--- config.mk ---
export PLATFORM = sky130hd
export DESIGN_NAME = ser_synth_loader
export DESIGN_NICKNAME = d
export VERILOG_FILES = /design/src/rtl/ser_synth_loader.sv
export SDC_FILE = /design/constraint.sdc
export NUM_CORES = 1
export LEC_CHECK = 0
export ABC_AREA = 1
export CORE_ASPECT_RATIO = 0.6
export CORE_MARGIN = 4
export CORE_UTILIZATION = 52
export DETAILED_ROUTE_END_ITERATION = 8
export MAX_ROUTING_LAYER = met4
export PLACE_DENSITY = 0.84
export REMOVE_ABC_BUFFERS = 1
export SLEW_MARGIN = 20
export SYNTH_ARGS = -nofsm -noshare
export SYNTH_HDL_FRONTEND = slang
export SYNTH_SLANG_ARGS = --single-unit
--- constraint.sdc ---
create_clock -name clk -period 1.4 [get_ports clk]
set_input_delay 0.28 -clock clk [delete_from_list [all_inputs] [get_ports clk]]
set_output_delay 0.28 -clock clk [all_outputs]
set_load 0.005 [all_outputs]
--- src/rtl/ser_synth_loader.sv ---
`timescale 1ns/1ps
module ser_synth_loader (
  input  logic        clk,
  input  logic        rst_n,
  input  logic        ser_clk,
  input  logic        ser_stb,
  input  logic        ser_dat,
  output logic [15:0] main_div,
  output logic [7:0]  comp_code,
  output logic [9:0]  ref_div,
  output logic [11:0] aux_div,
  output logic        main_en,
  output logic        aux_en,
  output logic [7:0]  test_cfg
);
  localparam int WORD_W = 24;
  localparam int TOP    = WORD_W - 1;

  logic [2:0]      ck_q;
  logic [2:0]      sb_q;
  logic [1:0]      dt_q;
  logic [TOP:0]    sreg;
  logic [7:0]      comp_stage;

  always_ff @(posedge clk or negedge rst_n)
    if (!rst_n) begin
      ck_q <= '0;
      sb_q <= '0;
      dt_q <= '0;
    end else begin
      ck_q <= {ck_q[1:0], ser_clk};
      sb_q <= {sb_q[1:0], ser_stb};
      dt_q <= {dt_q[0], ser_dat};
    end

  logic stb_lvl, stb_rise, shift_en;
  assign stb_lvl  = sb_q[1];
  assign stb_rise = sb_q[1] & ~sb_q[2];
  assign shift_en = ck_q[1] & ~ck_q[2] & ~stb_lvl;

  always_ff @(posedge clk or negedge rst_n)
    if (!rst_n)        sreg <= '0;
    else if (shift_en) sreg <= {sreg[TOP-1:0], dt_q[1]};

  logic sel_a, sel_b, sel_c, sel_d;
  assign sel_a = stb_rise && (sreg[TOP -: 2] == 2'b00);
  assign sel_b = stb_rise && (sreg[TOP -: 2] == 2'b01);
  assign sel_c = stb_rise && (sreg[TOP -: 2] == 2'b10);
  assign sel_d = stb_rise && (sreg[TOP -: 3] == 3'b110);

  always_ff @(posedge clk or negedge rst_n)
    if (!rst_n) begin
      main_div   <= '0;
      comp_code  <= '0;
      comp_stage <= '0;
      ref_div    <= '0;
      aux_div    <= '0;
      main_en    <= 1'b0;
      aux_en     <= 1'b0;
      test_cfg   <= '0;
    end else begin
      if (sel_a) begin
        main_div  <= sreg[21:6];
        comp_code <= comp_stage;
      end
      if (sel_b) begin
        comp_stage <= sreg[21:14];
        main_en    <= sreg[13];
        aux_en     <= sreg[12];
      end
      if (sel_c) begin
        ref_div <= sreg[21:12];
        aux_div <= sreg[11:0];
      end
      if (sel_d) test_cfg <= sreg[7:0];
    end
endmodule

==> summary.md <==
| Metric | Value |
|---|---|
| Min-Delay Path Class | flop to flop |
| Number of warnings issued by yosys | 0 |
| Hold slack | 0.349 ns |
| Critical Path Slowest Stage Cell | sky130_fd_sc_hd__dfrtp_1 |
| Arrival time reported for the critical path endpoint | around 1 ns |
| Static power due to leakage | 2.43 nW |
| Maximum VDD drop | 659 uV |
| DR vias | 2542 |
| Combined buffer and inverter count along the critical path | 1 |
| Total global routing track utilization | between 20% and 30% |
| IO Port Bufs | 60 |
| Overall overflow remaining after global route | 0 |
| Outcome | finished, final reports clean |
| Clk sink count | 96 |
| Max Clk Rate | 0.774 GHz |
| Placeable core area | 0.00676 sq mm |
| Synthesized cell area | around 0.0037 sq mm |
| Routed wire length | 7500 microns |
| Number of global-route vias before repair | roughly 2700 |
| Number of cell rows | 23 |
| Placed Instances | about 490 |
| Delay-heaviest family, CP | flip-flops |
| Non-filler instance count after layout | 514 |
| TritonCTS clock tree | built |
| Setup repair after global routing missed its margin | yes |
| Crit path max fanout | 2 |
| Count of state elements after synthesis | 96 |
| Detailed placer's ending HPWL | a little over 5000 microns |
| Final Cell Area | 0.00466 sq mm |
| Startpoint types | flop |
| Area added between synthesis and finish | 26.6% |
| Data required time of the critical path | approximately 1.1 ns |
| Gp weighted congestion | between 0.8 and 0.9 |
| First-pass GRT wire length | 12900 microns |
| Relative slew slack | 71.7% |
| Number of iterations in the first detailed-routing pass | 5 |
| Part of the Yosys area used for sequential elements | 65.3% |
| Number of antenna violations at the first check in global routing | 0 |
| Count of antenna-violating nets left after detailed routing | 0 |
| Distinct cell type count of the synthesized netlist | 20 |
| DIE AREA | between 0.008 and 0.009 sq mm |
| Die Y-Extent | 73.2 microns |
| Slew at the pin with the worst max-slew slack | 0.425 ns |
| Synthesized area per cell | about 11 sq um |
| Pwr dens | roughly 1200 mW/mm^2 |
| Max Transition Viols Final | 0 |
| Endpoints failing setup | 0 |
| Share of cells above drive strength 1 | between 10 and 15% |
| Initial DRC Count | between 150 and 200 |
| Cell at the root of the clock tree | sky130_fd_sc_hd__clkbuf_16 |
| Final worst setup slack | 0.108 ns |
| Clock skew after layout | between 0.006 and 0.007 ns |
| Worst slack after detailed placement | between 0.15 and 0.2 ns |
| Width of the chip | 117 microns |
| Clock transition at the register clock pins on the worst setup and hold paths after CTS | about 0.06 ns |
| Cell-by-cell trace of the critical path | dlygate4sd2_1 |
| Pin count of the biggest net entering global routing | 49 |
| Number of buffers added by the clock tree synthesis step | 9 |
| CP peak stage delay | 0.41 ns |
| Max Buffers Root-to-Sink | 2 |
| Number of DRC violations after detailed routing | 0 |
| Category of the worst setup path capture point | output port |
| DP Area | 0.00436 sq mm |
| Antenna diode count | 0 |
| Final Hold Viols | 0 |
| Starting utilization of the core area | a little over half |
| Number of violations of the max-capacitance limit | 0 |
| CTS HTree Levels | 3 |
| Average routed wire per standard cell | 14.6 microns |
| Nets | 427 |
| Clock latency reported for the late side of the worst-skew pair | between 0.3 and 0.4 ns |
| Crit Path Class | flop to output port |
| Final worst path period share | 92.3% |
| Time the final worst path needs with I/O delays and setup | around 1.3 ns |
| Detailed-route vias per instance | 4.95 |
| Post-synthesis instance total | 350 |
| Ports placed on the boundary | just over 60 |
-- power breakdown --
group | leakage [nW] | switching [mW] | internal (mW)
Combinational | 0.966 | 0.184 | 0.0894
Clock | 0.150 | 1.01 | 1.39
Sequential | 1.32 | 0.0649 | 2.86
Total | 2.43 | 1.26 | 4.33
-- cells in the mapped netlist --
master,count,area share [%]
sky130_fd_sc_hd__nor2_4,3,0.92
sky130_fd_sc_hd__o21ai_2,22,5.2
sky130_fd_sc_hd__nor2_1,1,0.10
sky130_fd_sc_hd__buf_6,6,1.8
sky130_fd_sc_hd__nand2_4,2,0.61
sky130_fd_sc_hd__nand3_2,1,0.27
sky130_fd_sc_hd__dfrtp_1,96,65
sky130_fd_sc_hd__inv_2,1,0.10
sky130_fd_sc_hd__nor2_2,1,0.17
sky130_fd_sc_hd__buf_4,3,0.61
sky130_fd_sc_hd__o21ai_1,12,1.6
sky130_fd_sc_hd__clkbuf_1,2,0.20
sky130_fd_sc_hd__nand3_1,8,1.1
sky130_fd_sc_hd__nand3b_1,1,0.20
sky130_fd_sc_hd__o21bai_1,8,1.6
sky130_fd_sc_hd__buf_2,4,0.54
sky130_fd_sc_hd__inv_1,34,3.5
sky130_fd_sc_hd__nand2_1,106,11
sky130_fd_sc_hd__o21ai_0,38,5.2
sky130_fd_sc_hd__clkbuf_2,1,0.14
-- kinds of logic (layout without fill, tap and decap cells) --
| kind of cell | after synthesis | in the layout | share of synthesized area [%] |
|---|---|---|---|
| compound gates | 80 | 80 | 13.7 |
| flops | 96 | 96 | 65.3 |
| simple gates | 123 | 123 | 14.2 |
| buf+inv | 51 | 128 | 6.90 |
-- final cells by class --
| cell class | count | area [sq um] |
|---|---|---|
| multi-input combinational | 203 | 1020 |
| tap | 87 | 109 |
| timing repair buffer | 77 | 696 |
| clock inverter | 7 | 71.3 |
| fill | 505 | 2100 |
| clock buffer | 9 | 225 |
| inverter | 35 | 131 |
| sequential | 96 | 2400 |
-- placed cells by master, fill, tap and decap left out --
cell type / count
sky130_fd_sc_hd__nor2_4: 3
sky130_fd_sc_hd__inv_1: 34
sky130_fd_sc_hd__nand2_1: 106
sky130_fd_sc_hd__nor2_1: 1
sky130_fd_sc_hd__nand3_1: 8
sky130_fd_sc_hd__o21ai_0: 38
sky130_fd_sc_hd__inv_6: 1
sky130_fd_sc_hd__inv_2: 1
sky130_fd_sc_hd__nand3_2: 1
sky130_fd_sc_hd__nor2_2: 1
sky130_fd_sc_hd__clkbuf_16: 9
sky130_fd_sc_hd__o21bai_1: 8
sky130_fd_sc_hd__buf_4: 14
sky130_fd_sc_hd__o21ai_2: 22
sky130_fd_sc_hd__clkinv_4: 2
sky130_fd_sc_hd__dlygate4sd2_1: 56
sky130_fd_sc_hd__nand3b_1: 1
sky130_fd_sc_hd__o21ai_1: 12
sky130_fd_sc_hd__dlygate4sd3_1: 1
sky130_fd_sc_hd__nand2_4: 2
sky130_fd_sc_hd__dfrtp_1: 96
sky130_fd_sc_hd__clkdlybuf4s50_1: 3
sky130_fd_sc_hd__bufinv_16: 1
sky130_fd_sc_hd__clkinv_2: 3
sky130_fd_sc_hd__buf_12: 3
-- metrics by stage --
stage	power, mW	util (%)	TNS [ns]
2_1_floorplan	3.08	-	-5.47
3_3_place_gp	3.24	64.5	0
3_5_place_dp	3.25	64.5	0
4_1_cts	5.64	68.9	0
5_1_grt	5.82	68.9	-0.000584
6_report	5.59	68.9	0
-- path summary, 6_finish.rpt --
| check | slack, ns | cells after the start | startpoint | endpoint |
|---|---|---|---|---|
| worst max-delay path | 0.11 | 1 | aux_div[6] | aux_div[6] |
| worst min-delay path | 0.35 | 0 | ck_q[0] | ck_q[1] |
| worst max register to register | 0.15 | 4 | sb_q[2] | main_div[0] |
| worst min register to register | 0.35 | 0 | ck_q[0] | ck_q[1] |
| max in group asynchronous | 0.48 | 3 | rst_n | sreg[9] |
| min in group asynchronous | 0.40 | 2 | rst_n | comp_code[0] |
-- metal layers --
layer  wire length (microns)  up-vias  GRT usage (%)
met5                       0        -              -
met2                    3490       60           29.5
li1                        -     1253              -
met4                      96        0           6.36
met3                     337        8           5.88
met1                    3580     1221           28.4
-- timing repair --
action | CTS | global route
setup buffers | 8 | 0
endpoints found under the setup margin | 56 | 1
gates resized for setup | 56 | 0
hold buffers | 1 | 0
hold endpoints to repair | 22 | 0
pin swaps | 0 | 0
-- sequential cells by signal, summed over array words and instances (netlist names) --
| name | cells |
|---|---|
| aux_div | 12 |
| comp_code | 8 |
| sreg | 24 |
| dt_q | 2 |
| ref_div | 10 |
| ck_q | 3 |
| main_en | 1 |
| test_cfg | 8 |
| aux_en | 1 |
| main_div | 16 |
| sb_q | 3 |
| comp_stage | 8 |
No activity file was read; power rests on OpenSTA's default activity.
